`src/rtl/tmr_pkg.sv`:
```
package tmr_pkg;
   localparam int unsigned WIN_LOG2 = 5;
   localparam logic [WIN_LOG2-1:0] OFF_CTRL = 5'h00;
   localparam logic [WIN_LOG2-1:0] OFF_PSC  = 5'h04;
   localparam logic [WIN_LOG2-1:0] OFF_LOAD = 5'h08;
   localparam logic [WIN_LOG2-1:0] OFF_STAT = 5'h0C;
   localparam logic [WIN_LOG2-1:0] OFF_CMP  = 5'h10;
   localparam int unsigned CTRL_W = 12;

   typedef enum logic [1:0] {
      MODE_FREE     = 2'd0,
      MODE_PERIODIC = 2'd1,
      MODE_PWM      = 2'd2,
      MODE_SPARE    = 2'd3
   } tmr_mode_e;

   typedef struct packed {
      tmr_mode_e  mode;      // 11:10
      logic [1:0] edge_sel;  // 9:8 stored only
      logic       spare;     // 7 reads zero
      logic       inv;       // 6 output polarity
      logic       dir_src;   // 5 stored only
      logic       up;        // 4
      logic       pwm_on;    // 3
      logic       oe;        // 2
      logic       ie;        // 1
      logic       en;        // 0
   } tmr_ctrl_t;
endpackage

```
`src/rtl/tmr_prescaler.sv`:
```
module tmr_prescaler #(
   parameter int unsigned PSC_W = 16
) (
   input  logic             clk,
   input  logic             rst_n,
   input  logic             en,
   input  logic [PSC_W-1:0] div,
   output logic             tick
);
   logic [PSC_W-1:0] phase_q;

   // >= so that lowering the divider mid-period cannot strand the phase
   assign tick = en && (phase_q >= div);

   always_ff @(posedge clk or negedge rst_n) begin
      if (!rst_n) begin
         phase_q <= '0;
      end else if (!en || tick) begin
         phase_q <= '0;
      end else begin
         phase_q <= phase_q + 1'b1;
      end
   end
endmodule

```
`src/rtl/tmr_counter.sv`:
```
module tmr_counter
   import tmr_pkg::*;
#(
   parameter int unsigned CNT_W = 16
) (
   input  logic             clk,
   input  logic             rst_n,
   input  logic             tick,
   input  tmr_mode_e        mode,
   input  logic             up,
   input  logic [CNT_W-1:0] reload,
   input  logic             clr_stat,
   output logic [CNT_W-1:0] cnt,
   output logic             stat
);
   localparam logic [CNT_W-1:0] CNT_TOP = '1;

   logic             reloading;
   logic             expire;
   logic [CNT_W-1:0] cnt_nxt;

   always_comb begin
      reloading = (mode == MODE_PERIODIC) || (mode == MODE_PWM);
      if (up) begin
         expire  = (cnt == (reloading ? reload : CNT_TOP));
         cnt_nxt = expire ? '0 : cnt + 1'b1;
      end else begin
         expire  = (cnt == '0);
         cnt_nxt = expire ? (reloading ? reload : CNT_TOP) : cnt - 1'b1;
      end
   end

   always_ff @(posedge clk or negedge rst_n) begin
      if (!rst_n) begin
         cnt  <= '0;
         stat <= 1'b0;
      end else begin
         if (tick) begin
            cnt <= cnt_nxt;
         end
         // a new expiry wins over a clear in the same cycle
         if (tick && expire) begin
            stat <= 1'b1;
         end else if (clr_stat) begin
            stat <= 1'b0;
         end
      end
   end
endmodule

```
`src/rtl/tmr_pwm.sv`:
```
module tmr_pwm
   import tmr_pkg::*;
#(
   parameter int unsigned CNT_W   = 16,
   parameter bit          REG_OUT = 1'b0
) (
   input  logic             clk,
   input  logic             rst_n,
   input  tmr_ctrl_t        ctrl,
   input  logic [CNT_W-1:0] cnt,
   input  logic [CNT_W-1:0] cmp,
   output logic             pin
);
   logic active;
   logic level;

   assign active = (ctrl.mode == MODE_PWM) && ctrl.pwm_on && ctrl.oe;
   assign level  = active && ((cnt < cmp) ^ ctrl.inv);

   if (REG_OUT) begin : g_flop
      logic pin_q;
      always_ff @(posedge clk or negedge rst_n) begin
         if (!rst_n) pin_q <= 1'b0;
         else        pin_q <= level;
      end
      assign pin = pin_q;
   end else begin : g_comb
      logic unused_clk;
      assign unused_clk = clk ^ rst_n;
      assign pin = level;
   end
endmodule

```
`src/rtl/tmr_channel.sv`:
```
module tmr_channel
   import tmr_pkg::*;
#(
   parameter int unsigned CNT_W   = 16,
   parameter int unsigned PSC_W   = 16,
   parameter int unsigned DATA_W  = 32,
   parameter bit          REG_PWM = 1'b0
) (
   input  logic                clk,
   input  logic                rst_n,
   input  logic                wr_en,
   input  logic [WIN_LOG2-1:0] off,
   input  logic [DATA_W-1:0]   wdata,
   output logic [DATA_W-1:0]   rdata,
   output logic                irq,
   output logic                pwm,
   output logic                tick,
   output tmr_ctrl_t           ctrl,
   output logic [CNT_W-1:0]    cnt,
   output logic [CNT_W-1:0]    reload,
   output logic [PSC_W-1:0]    psr,
   output logic                stat
);
   logic [CNT_W-1:0] cmp_q;
   logic             clr_stat;

   assign clr_stat = wr_en && (off == OFF_STAT) && (wdata == '0);

   always_ff @(posedge clk or negedge rst_n) begin
      if (!rst_n) begin
         ctrl   <= '0;
         psr    <= '0;
         reload <= '0;
         cmp_q  <= '0;
      end else if (wr_en) begin
         unique case (off)
            OFF_CTRL: begin
               ctrl       <= tmr_ctrl_t'(wdata[CTRL_W-1:0]);
               ctrl.spare <= 1'b0;
            end
            OFF_PSC:  psr    <= wdata[PSC_W-1:0];
            OFF_LOAD: reload <= wdata[CNT_W-1:0];
            OFF_CMP:  cmp_q  <= wdata[CNT_W-1:0];
            default: ;
         endcase
      end
   end

   tmr_prescaler #(.PSC_W(PSC_W)) u_psc (
      .clk  (clk),
      .rst_n(rst_n),
      .en   (ctrl.en),
      .div  (psr),
      .tick (tick)
   );

   tmr_counter #(.CNT_W(CNT_W)) u_cnt (
      .clk     (clk),
      .rst_n   (rst_n),
      .tick    (tick),
      .mode    (ctrl.mode),
      .up      (ctrl.up),
      .reload  (reload),
      .clr_stat(clr_stat),
      .cnt     (cnt),
      .stat    (stat)
   );

   tmr_pwm #(.CNT_W(CNT_W), .REG_OUT(REG_PWM)) u_pwm (
      .clk  (clk),
      .rst_n(rst_n),
      .ctrl (ctrl),
      .cnt  (cnt),
      .cmp  (cmp_q),
      .pin  (pwm)
   );

   assign irq = stat & ctrl.ie;

   always_comb begin
      rdata = '0;
      unique case (off)
         OFF_CTRL: rdata = DATA_W'(ctrl);
         OFF_PSC:  rdata = DATA_W'(psr);
         OFF_LOAD: rdata = DATA_W'(cnt);
         OFF_STAT: rdata = DATA_W'(stat);
         OFF_CMP:  rdata = DATA_W'(cmp_q);
         default:  rdata = '0;
      endcase
   end
endmodule

```
`src/rtl/tmr_bank.sv`:
```
module tmr_bank
   import tmr_pkg::*;
#(
   parameter int unsigned NUM_CH  = 5,
   parameter int unsigned CNT_W   = 16,
   parameter int unsigned PSC_W   = 16,
   parameter int unsigned DATA_W  = 32,
   parameter int unsigned ADDR_W  = 8,
   parameter bit          REG_PWM = 1'b0
) (
   input  logic              clk,
   input  logic              rst_n,
   input  logic              bus_sel,
   input  logic              bus_wr,
   input  logic [ADDR_W-1:0] bus_addr,
   input  logic [DATA_W-1:0] bus_wdata,
   output logic [DATA_W-1:0] bus_rdata,
   output logic [NUM_CH-1:0] irq,
   output logic [NUM_CH-1:0] pwm_out
);
   localparam int unsigned IDX_W = ADDR_W - WIN_LOG2;

   if (ADDR_W <= WIN_LOG2) begin : g_bad_addr
      $error("ADDR_W leaves no channel index bits");
   end
   if ((NUM_CH << WIN_LOG2) > (1 << ADDR_W)) begin : g_bad_span
      $error("NUM_CH windows do not fit in ADDR_W");
   end
   if (CNT_W > DATA_W || PSC_W > DATA_W || CTRL_W > DATA_W) begin : g_bad_width
      $error("register field wider than DATA_W");
   end
   if (NUM_CH == 0) begin : g_bad_num
      $error("NUM_CH must be at least one");
   end

   logic [IDX_W-1:0]    ch_idx;
   logic [WIN_LOG2-1:0] ch_off;
   logic [DATA_W-1:0]   ch_rd   [NUM_CH];
   logic [NUM_CH-1:0]   ch_tick;
   logic [NUM_CH-1:0]   ch_stat;
   tmr_ctrl_t           ch_ctrl [NUM_CH];
   logic [CNT_W-1:0]    ch_cnt  [NUM_CH];
   logic [CNT_W-1:0]    ch_load [NUM_CH];
   logic [PSC_W-1:0]    ch_psr  [NUM_CH];

   assign ch_idx = bus_addr[ADDR_W-1:WIN_LOG2];
   assign ch_off = bus_addr[WIN_LOG2-1:0];

   for (genvar i = 0; i < NUM_CH; i++) begin : g_ch
      logic sel_wr;
      assign sel_wr = bus_sel && bus_wr && (ch_idx == IDX_W'(i));

      tmr_channel #(
         .CNT_W  (CNT_W),
         .PSC_W  (PSC_W),
         .DATA_W (DATA_W),
         .REG_PWM(REG_PWM)
      ) u_ch (
         .clk   (clk),
         .rst_n (rst_n),
         .wr_en (sel_wr),
         .off   (ch_off),
         .wdata (bus_wdata),
         .rdata (ch_rd[i]),
         .irq   (irq[i]),
         .pwm   (pwm_out[i]),
         .tick  (ch_tick[i]),
         .ctrl  (ch_ctrl[i]),
         .cnt   (ch_cnt[i]),
         .reload(ch_load[i]),
         .psr   (ch_psr[i]),
         .stat  (ch_stat[i])
      );
   end

   always_comb begin
      bus_rdata = '0;
      for (int i = 0; i < NUM_CH; i++) begin
         if (bus_sel && (ch_idx == IDX_W'(i))) begin
            bus_rdata = ch_rd[i];
         end
      end
   end
endmodule

```
`config.mk`:
```
export PLATFORM = sky130hd
export DESIGN_NAME = tmr_bank
export DESIGN_NICKNAME = d
export VERILOG_FILES = /design/src/rtl/tmr_pkg.sv /design/src/rtl/tmr_prescaler.sv /design/src/rtl/tmr_counter.sv /design/src/rtl/tmr_pwm.sv /design/src/rtl/tmr_channel.sv /design/src/rtl/tmr_bank.sv
export SDC_FILE = /design/constraint.sdc
export NUM_CORES = 1
export LEC_CHECK = 0
export ABC_AREA = 1
export BUFFER_PORTS_ARGS = -buffer_cell sky130_fd_sc_hd__buf_2
export CAP_MARGIN = 5
export CORE_MARGIN = 3
export CORE_UTILIZATION = 55
export CTS_CLUSTER_SIZE = 24
export DETAILED_ROUTE_END_ITERATION = 7
export PLACE_DENSITY_LB_ADDON = 0.2
export SETUP_SLACK_MARGIN = 0.5
export SKIP_CTS_REPAIR_TIMING = 1
export SLEW_MARGIN = 25
export SYNTH_ARGS = -nofsm -noshare
export SYNTH_HDL_FRONTEND = slang
export SYNTH_SLANG_ARGS = --single-unit
```
`constraint.sdc`:
```
create_clock -name clk -period 2.12 [get_ports clk]
set_input_delay 0.106 -clock clk [delete_from_list [all_inputs] [get_ports clk]]
set_output_delay 0.106 -clock clk [all_outputs]
set_load 0.02 [all_outputs]
```
== Yosys cells after proc, flatten, opt, wreduce, memory -nomap -nowiden ==
Cells that the tools add are included.

* Output and inout bits: 42
* Logic and storage cells: 277
* Bits in registers: 460
* Input bits: 44

* $lt $le $gt $ge: 10
* Reduce and logical (&&, ||, !) cells: 94
* Equality and inequality tests: 23
* Bitwise logic cells: 10
* Muxes and demuxes: 50
* Add/subtract/negate cells: 15

{| class="wikitable"
|+ Operator list
! kind !! number
|-
| $mux 16 || 25
|-
| $pmux 16 s5 || 5
|-
| $add 16x1->16 const B || 10
|-
| $mux 32 || 5
|-
| $eq 16x16->1 || 5
|-
| $ge 16x16->1 || 5
|-
| $logic_not 16->1 || 5
|-
| $lt 16x16->1 || 5
|-
| $sub 16x1->16 const B || 5
|-
| $logic_and 1x1->1 || 46
|-
| $reduce_and 2->1 || 20
|-
| $logic_not 32->1 || 1
|-
| $mux 1 || 15
|-
| $eq 2x1->1 const B || 5
|-
| $eq 2x2->1 const B || 5
|-
| $eq 5x4->1 const B || 2
|-
| $logic_or 1x1->1 || 10
|-
| $reduce_bool 2->1 || 5
|-
| $eq 3x2->1 const B || 2
|-
| $and 1x1->1 || 5
|-
| $eq 5x3->1 const B || 1
|-
| $eq 5x5->1 const B || 1
|-
| $logic_not 1->1 || 5
|-
| $logic_not 5->1 || 1
|-
| 4 further kinds || 8
|}

== Logic depth before layout (Yosys ltp) ==
* Word-level depth: 7
* Gate-level depth with buffers: 16
* Mapped depth without buffers: 14

== Modules after synthesis ==
A second synthesis with hierarchy kept.

* Cell total of the unflattened synthesis: 5,443
* Area, all modules: 37,950.1 um^2

{| class="wikitable"
|+ By module, submodules not included
! module !! sequential area each (um^2) !! instances !! area an instance (um^2) !! cells each
|-
| tmr_channel || 1,476.4 || 5 || 3,111.7 || 391
|-
| tmr_counter || 425.4 || 5 || 2,472.4 || 406
|-
| tmr_prescaler (g_ch[2].u_ch.u_psc ...) || 400.4 || 3 || 1,238.7 || 154
|-
| tmr_prescaler (g_ch[0].u_ch.u_psc ...) || 400.4 || 2 || 1,251.2 || 154
|-
| tmr_pwm || 0.0 || 5 || 459.2 || 71
|-
| tmr_bank || 0.0 || 1 || 1,515.2 || 333
|}

== Worst setup path after synthesis ==
Ideal clock, no wire load.

* Path kind: register -> register
* Start: register, netlist name g_ch[0].u_ch.ctrl[10]
* End: register g_ch[0].u_ch.u_cnt.cnt[5]
* Stages on the path, launching flop included: 16
* Path slack: 0.167 ns
* Required time: 2.004 ns
* Path buffers: 3
* Arrival: 1.836 ns
* Period minus slack after synthesis: 1.953 ns
* Library setup time: 0.116 ns
* Cell sequence: dfrtp_1 -> inv_1 -> ha_1 -> buf_4 -> buf_6 -> nor2_2 -> xor2_1 -> nor2_1 -> nand2_1 -> nor2_1 -> nand2_4 -> buf_6 -> nand3_2 -> nand2_1 -> nand2_1 -> nand2_1

* Longest elaborated chain between the ends: 6
* Elaborated cells between the ends (all ways): 8
* Classes of those cells: 3 x eq/ne; 4 x mux; 1 x reduce/logical

{| class="wikitable"
|+ Ends and longest elaborated chain
! what !! RTL line !! RTL
|-
| $eq 2x1->1 or $eq 2x2->1 (tied branches) || tmr_counter.sv:23 || <nowiki>reloading = (mode == MODE_PERIODIC) || (mode == MODE_PWM);</nowiki>
|-
| $logic_or 1x1->1 * || tmr_counter.sv:23 ||
|-
| $mux 16 * || tmr_counter.sv:25, tmr_counter.sv:29 ||
|-
| $eq 16x16->1 || tmr_counter.sv:25 || <nowiki>expire = (cnt == (reloading ? reload : CNT_TOP));</nowiki>
|-
| $mux 16 || tmr_counter.sv:26 || <nowiki>cnt_nxt = expire ? '0 : cnt + 1'b1;</nowiki>
|-
| $mux 16 * || tmr_counter.sv:24 || <nowiki>if (up) begin</nowiki>
|-
| to (signal assigned) || tmr_counter.sv:39 || <nowiki>cnt <= cnt_nxt;</nowiki>
|-
| to (decl) || tmr_counter.sv:13 || <nowiki>output logic [CNT_W-1:0] cnt,</nowiki>
|}

Every way passes the cells marked *; elsewhere a longest branch is shown, timed or not.
A chain may end at the register's enable or synchronous reset.

== Worst setup path after layout ==
* Start: register g_ch[2].u_ch.u_cnt.cnt[8]
* End: output pwm_out[2]

* Longest elaborated chain between the ends: 3

{| class="wikitable"
|+ Ends and longest elaborated chain
! what !! RTL line !! RTL
|-
| from (decl) || tmr_counter.sv:13 ||
|-
| from (signal assigned) || tmr_counter.sv:39 ||
|-
| $lt 16x16->1 || tmr_pwm.sv:18 || <nowiki>assign level = active && ((cnt < cmp) ^ ctrl.inv);</nowiki>
|-
| $xor 1x1->1 || tmr_pwm.sv:18 ||
|-
| $logic_and 1x1->1 || tmr_pwm.sv:18 ||
|-
| to (decl) || tmr_bank.sv:19 || <nowiki>output logic [NUM_CH-1:0] pwm_out</nowiki>
|}

No other way between the ends.

==> results by group <==
Run status
  – Status: finished, violations left
  – Failing checks: hold timing, setup timing

Synthesis
  – Synthesis Warnings: 0
  – Seq/Total Area, Yosys: 0.363
  – Avg Cell Area, Syn: 7.02 um^2
  – Mapped Cells: 4,515
  – #FFs+latches synth: 460
  – Syn Std Cell Area: 0.0317 mm^2
  – Post-synth cell types: 41

Place
  – DP Wirelength: 78.2 mm
  – RD Place Congestion: 1.02
  – Port bufs: 69
  – Placed Area: 0.0348 mm^2

Clock network
  – Longest Clk Path Bufs: 3
  – H-tree levels: 2
  – Clock tree from TritonCTS: built
  – Clock slew seen by the registers of the worst setup and hold paths: 0.06 ns
  – CTS root buf: clkbuf_16
  – Clock Sink Count: 460
  – Total CTS buffers: 52
  – Later-pin clock latency in the skew report: 0.63 ns

Floorplanning
  – Die Span Y: 246 um
  – Die area: 0.0606 mm^2
  – # rows: 87
  – Starting density of the core: 0.559
  – I/O pin count: 86
  – Chip width: 246 um
  – Core area: 0.0567 mm^2

Timing
  – Upper clock frequency limit: 403 MHz
  – Unrepaired setup endpoints after global routing: yes
  – Relative slew margins: 0.586
  – Final Hold Fails: 3
  – Crit share post-route: 1.17
  – Worst slew pin tran: 0.619 ns
  – Final WS setup: -0.359 ns
  – Fin crit period: 2.48 ns
  – Hold_ws: -0.00757 ns
  – Skew final: 0.0248 ns
  – Final Max Tran Viols: 0
  – Setup-failing EPs final: 40
  – Post-route setup TNS: -4.72 ns

Critical path
  – R2r startpoint: g_ch[0].u_ch.ctrl[11]
  – Max incr delay on CP: 0.49 ns
  – Setup crit end kind: primary output
  – CP Max Fanout: 9
  – Crit-path cells: ha_1 > nand2_1 > nor4_2 > nand2_2 > nand3_1 > nand2_2 > nor2_4 > buf_6
  – Critical Path Most Common Cell: nand2_2
  – R2R cell count: 14
  – Worst path required time: 2.01 ns
  – R2R Path End: g_ch[0].u_ch.u_cnt.cnt[2]
  – Flop2flop setup slack: -0.11 ns
  – Beginning of the critical path: g_ch[2].u_ch.u_cnt.cnt[8]
  – Critical Path End: pwm_out[2]
  – Startpoint Class: flop
  – WP buf/inv: 1
  – Critical Setup Path Class: flop to primary output
  – Data arrival time of the critical path: 2.37 ns
  – Slowest-stage cell, CP: dfrtp_2
  – Critical Path Stages: 8
  – CP top delay family: simple AND/OR/NAND/NOR gates

GRT
  – First-pass GRT wire length: 166 mm
  – Vias in the first global route: 28,902
  – Initial antenna violation count: 0
  – Gr ovfl total: 0
  – Largest net degree at the start of global routing: 81
  – GRT Total Usage: 0.350

Drt
  – First drt pass iteration count: 6
  – Routed via count: 32,966
  – Initial DRC count: 3,825
  – Antenna-violating nets left: 0
  – Post-Route WL: 116 mm
  – Remaining DRCs: 0
  – Wirelength per Cell: 20.3 um
  – Avg Vias per Cell: 5.79

Power
  – Pwr Total: 39.8 mW
  – Leakage: 18.7 nW
  – VDD IR max: 1010 uV
  – Power per cell area: 974 mW/mm^2

Finish
  – Post-Layout Inst Area: 0.0409 mm^2
  – Ratio of cells with drive above 1 in the final layout: 0.268
  – Synth-to-layout area growth: 28.9%
  – Nets@finish: 5,120

Worst hold path
  – Type of the worst min-delay path: input pin to asynchronous set/reset pin

Job
  – Max Cap Viol: 0
[how the worst min path moves through the flow]
stage	startpoint	endpoint	slack, ns
2_1_floorplan	rst_n	g_ch[0].u_ch.cmp_q[0]	-0.19
3_3_place_gp	rst_n	g_ch[2].u_ch.reload[5]	0.06
6_report	rst_n	g_ch[2].u_ch.reload[1]	-0.008
5_1_grt	rst_n	g_ch[2].u_ch.reload[1]	0.02
4_1_cts	rst_n	g_ch[2].u_ch.reload[5]	-0.59
3_5_place_dp	rst_n	g_ch[2].u_ch.reload[5]	0.05
[power by group]
part	switching (mW)	total [mW]	internal, mW
Clock	4.06	9.69	5.63
Combinational	11.2	19.0	7.83
Sequential	1.46	11.1	9.64
Total	16.7	39.8	23.1
[layout by cell type (no fill, tap or decap), types with 12 or more instances in the layout]
master     netlist  layout
inv_1          434     346
dfrtp_2          0      75
buf_12           0      24
nor3_1          69      52
dfrtp_1        460     385
o2111ai_1       17      17
nand3_1        224     137
nand3_4          0      12
o211ai_1        32      32
nor2_2          19      73
inv_4            0      13
buf_4           34     395
a21oi_1        117      82
nand2_2         13      60
nor2_1         469     345
o21ai_2          0      23
conb_1           1      16
nand3_2         24      99
xor2_1         182     180
nand4_1         54      54
o22ai_1         38      31
ha_4             0      59
a21oi_2          0      35
buf_6            6      59
nor2_4           8      78
xnor2_1         21      21
inv_2           28      93
nor3_4           4      13
o21ai_1        226     273
buf_2           97      52
o21ai_0        244     174
clkbuf_16        0      60
ha_1           180     116
nand2_1       1359    1306
[worst reg2reg max path: stages, from the launching register on]
cell	delay, ns
dfrtp_1	0.42
ha_4	0.36
buf_4	0.14
buf_6	0.11
nor2_4	0.05
xor2_1	0.14
nor2_1	0.10
nand2_1	0.10
nor2_4	0.23
buf_6	0.16
nand2_8	0.07
nand3_1	0.08
nand2_1	0.06
nand2_1	0.06
nand2_1	0.05
[through the flow]
| step | setup slack, ns | instances | utilization |
|---|---|---|---|
| after detailed placement | -0.0912 | 5398 | 0.613 |
| after CTS | -0.589 | 5495 | 0.645 |
| after global routing | -0.419 | 5695 | 0.720 |
| after global placement | -0.0583 | 5398 | 0.613 |
| after floorplan | 0.202 | 4530 | - |
| final | -0.359 | 5697 | 0.721 |
[cell usage after synthesis (all sizes together)]
| master | count | area share |
|---|---|---|
| xor2 | 182 | 0.050 |
| o22ai | 38 | 0.0075 |
| nand3 | 248 | 0.043 |
| o31a | 5 | 0.0014 |
| dfrtp | 460 | 0.36 |
| ha | 180 | 0.071 |
| buf | 143 | 0.027 |
| xnor2 | 21 | 0.0058 |
| nor3b | 12 | 0.0028 |
| o21a | 5 | 0.0012 |
| o211ai | 32 | 0.0076 |
| inv | 462 | 0.055 |
| a31oi | 1 | 0.00020 |
| nand3b | 3 | 0.00071 |
| nor3 | 75 | 0.014 |
| clkinv | 4 | 0.00047 |
| clkbuf | 94 | 0.011 |
| nor4 | 16 | 0.0032 |
| conb | 1 | 0.00012 |
| o31ai | 4 | 0.00095 |
| o21ai | 470 | 0.074 |
| a21oi | 117 | 0.018 |
| nand2 | 1374 | 0.16 |
| nand4 | 55 | 0.011 |
| o2111ai | 17 | 0.0047 |
| nor2 | 496 | 0.062 |
[metal layers]
metal,vias to the layer above,track usage,part of all wire
li1,15281,-,-
met1,15507,0.486,0.39
met2,1798,0.541,0.45
met3,380,0.0579,0.10
met4,0,0.151,0.055
met5,-,0,0
[cells by family after synthesis]
family                   Yosys count  share of synthesized area
AND/OR/NAND/NOR                 2279                      0.301
buffers and inverters            703                     0.0929
AO/OA/AOI/OAI                    689                      0.116
flip-flops                       460                      0.363
XOR/XNOR                         203                     0.0561
adder cells (fa/ha/maj)          180                     0.0710
other                              1                   0.000118
[cell type report]
class                      instances  area [um^2]
fill                            4452        15900
timing repair buffer             544         4650
clock inverter                    27          343
multi-input combinational       3371        20000
antenna                            2         5.00
timing repair inverter             1         5.00
tap                              756          946
clock buffer                      70         1470
sequential                       460        11600
inverter                         466         1840
[state kept, by name, indices dropped and copies added, names as in the netlist]
name and cells:
g_ch.u_ch.u_psc.phase_q 80, g_ch.u_ch.u_cnt.cnt 80, g_ch.u_ch.psr 80, g_ch.u_ch.cmp_q 80, g_ch.u_ch.ctrl 55, g_ch.u_ch.reload 80, g_ch.u_ch.u_cnt.stat 5
Power figures use the tool's default switching activity.
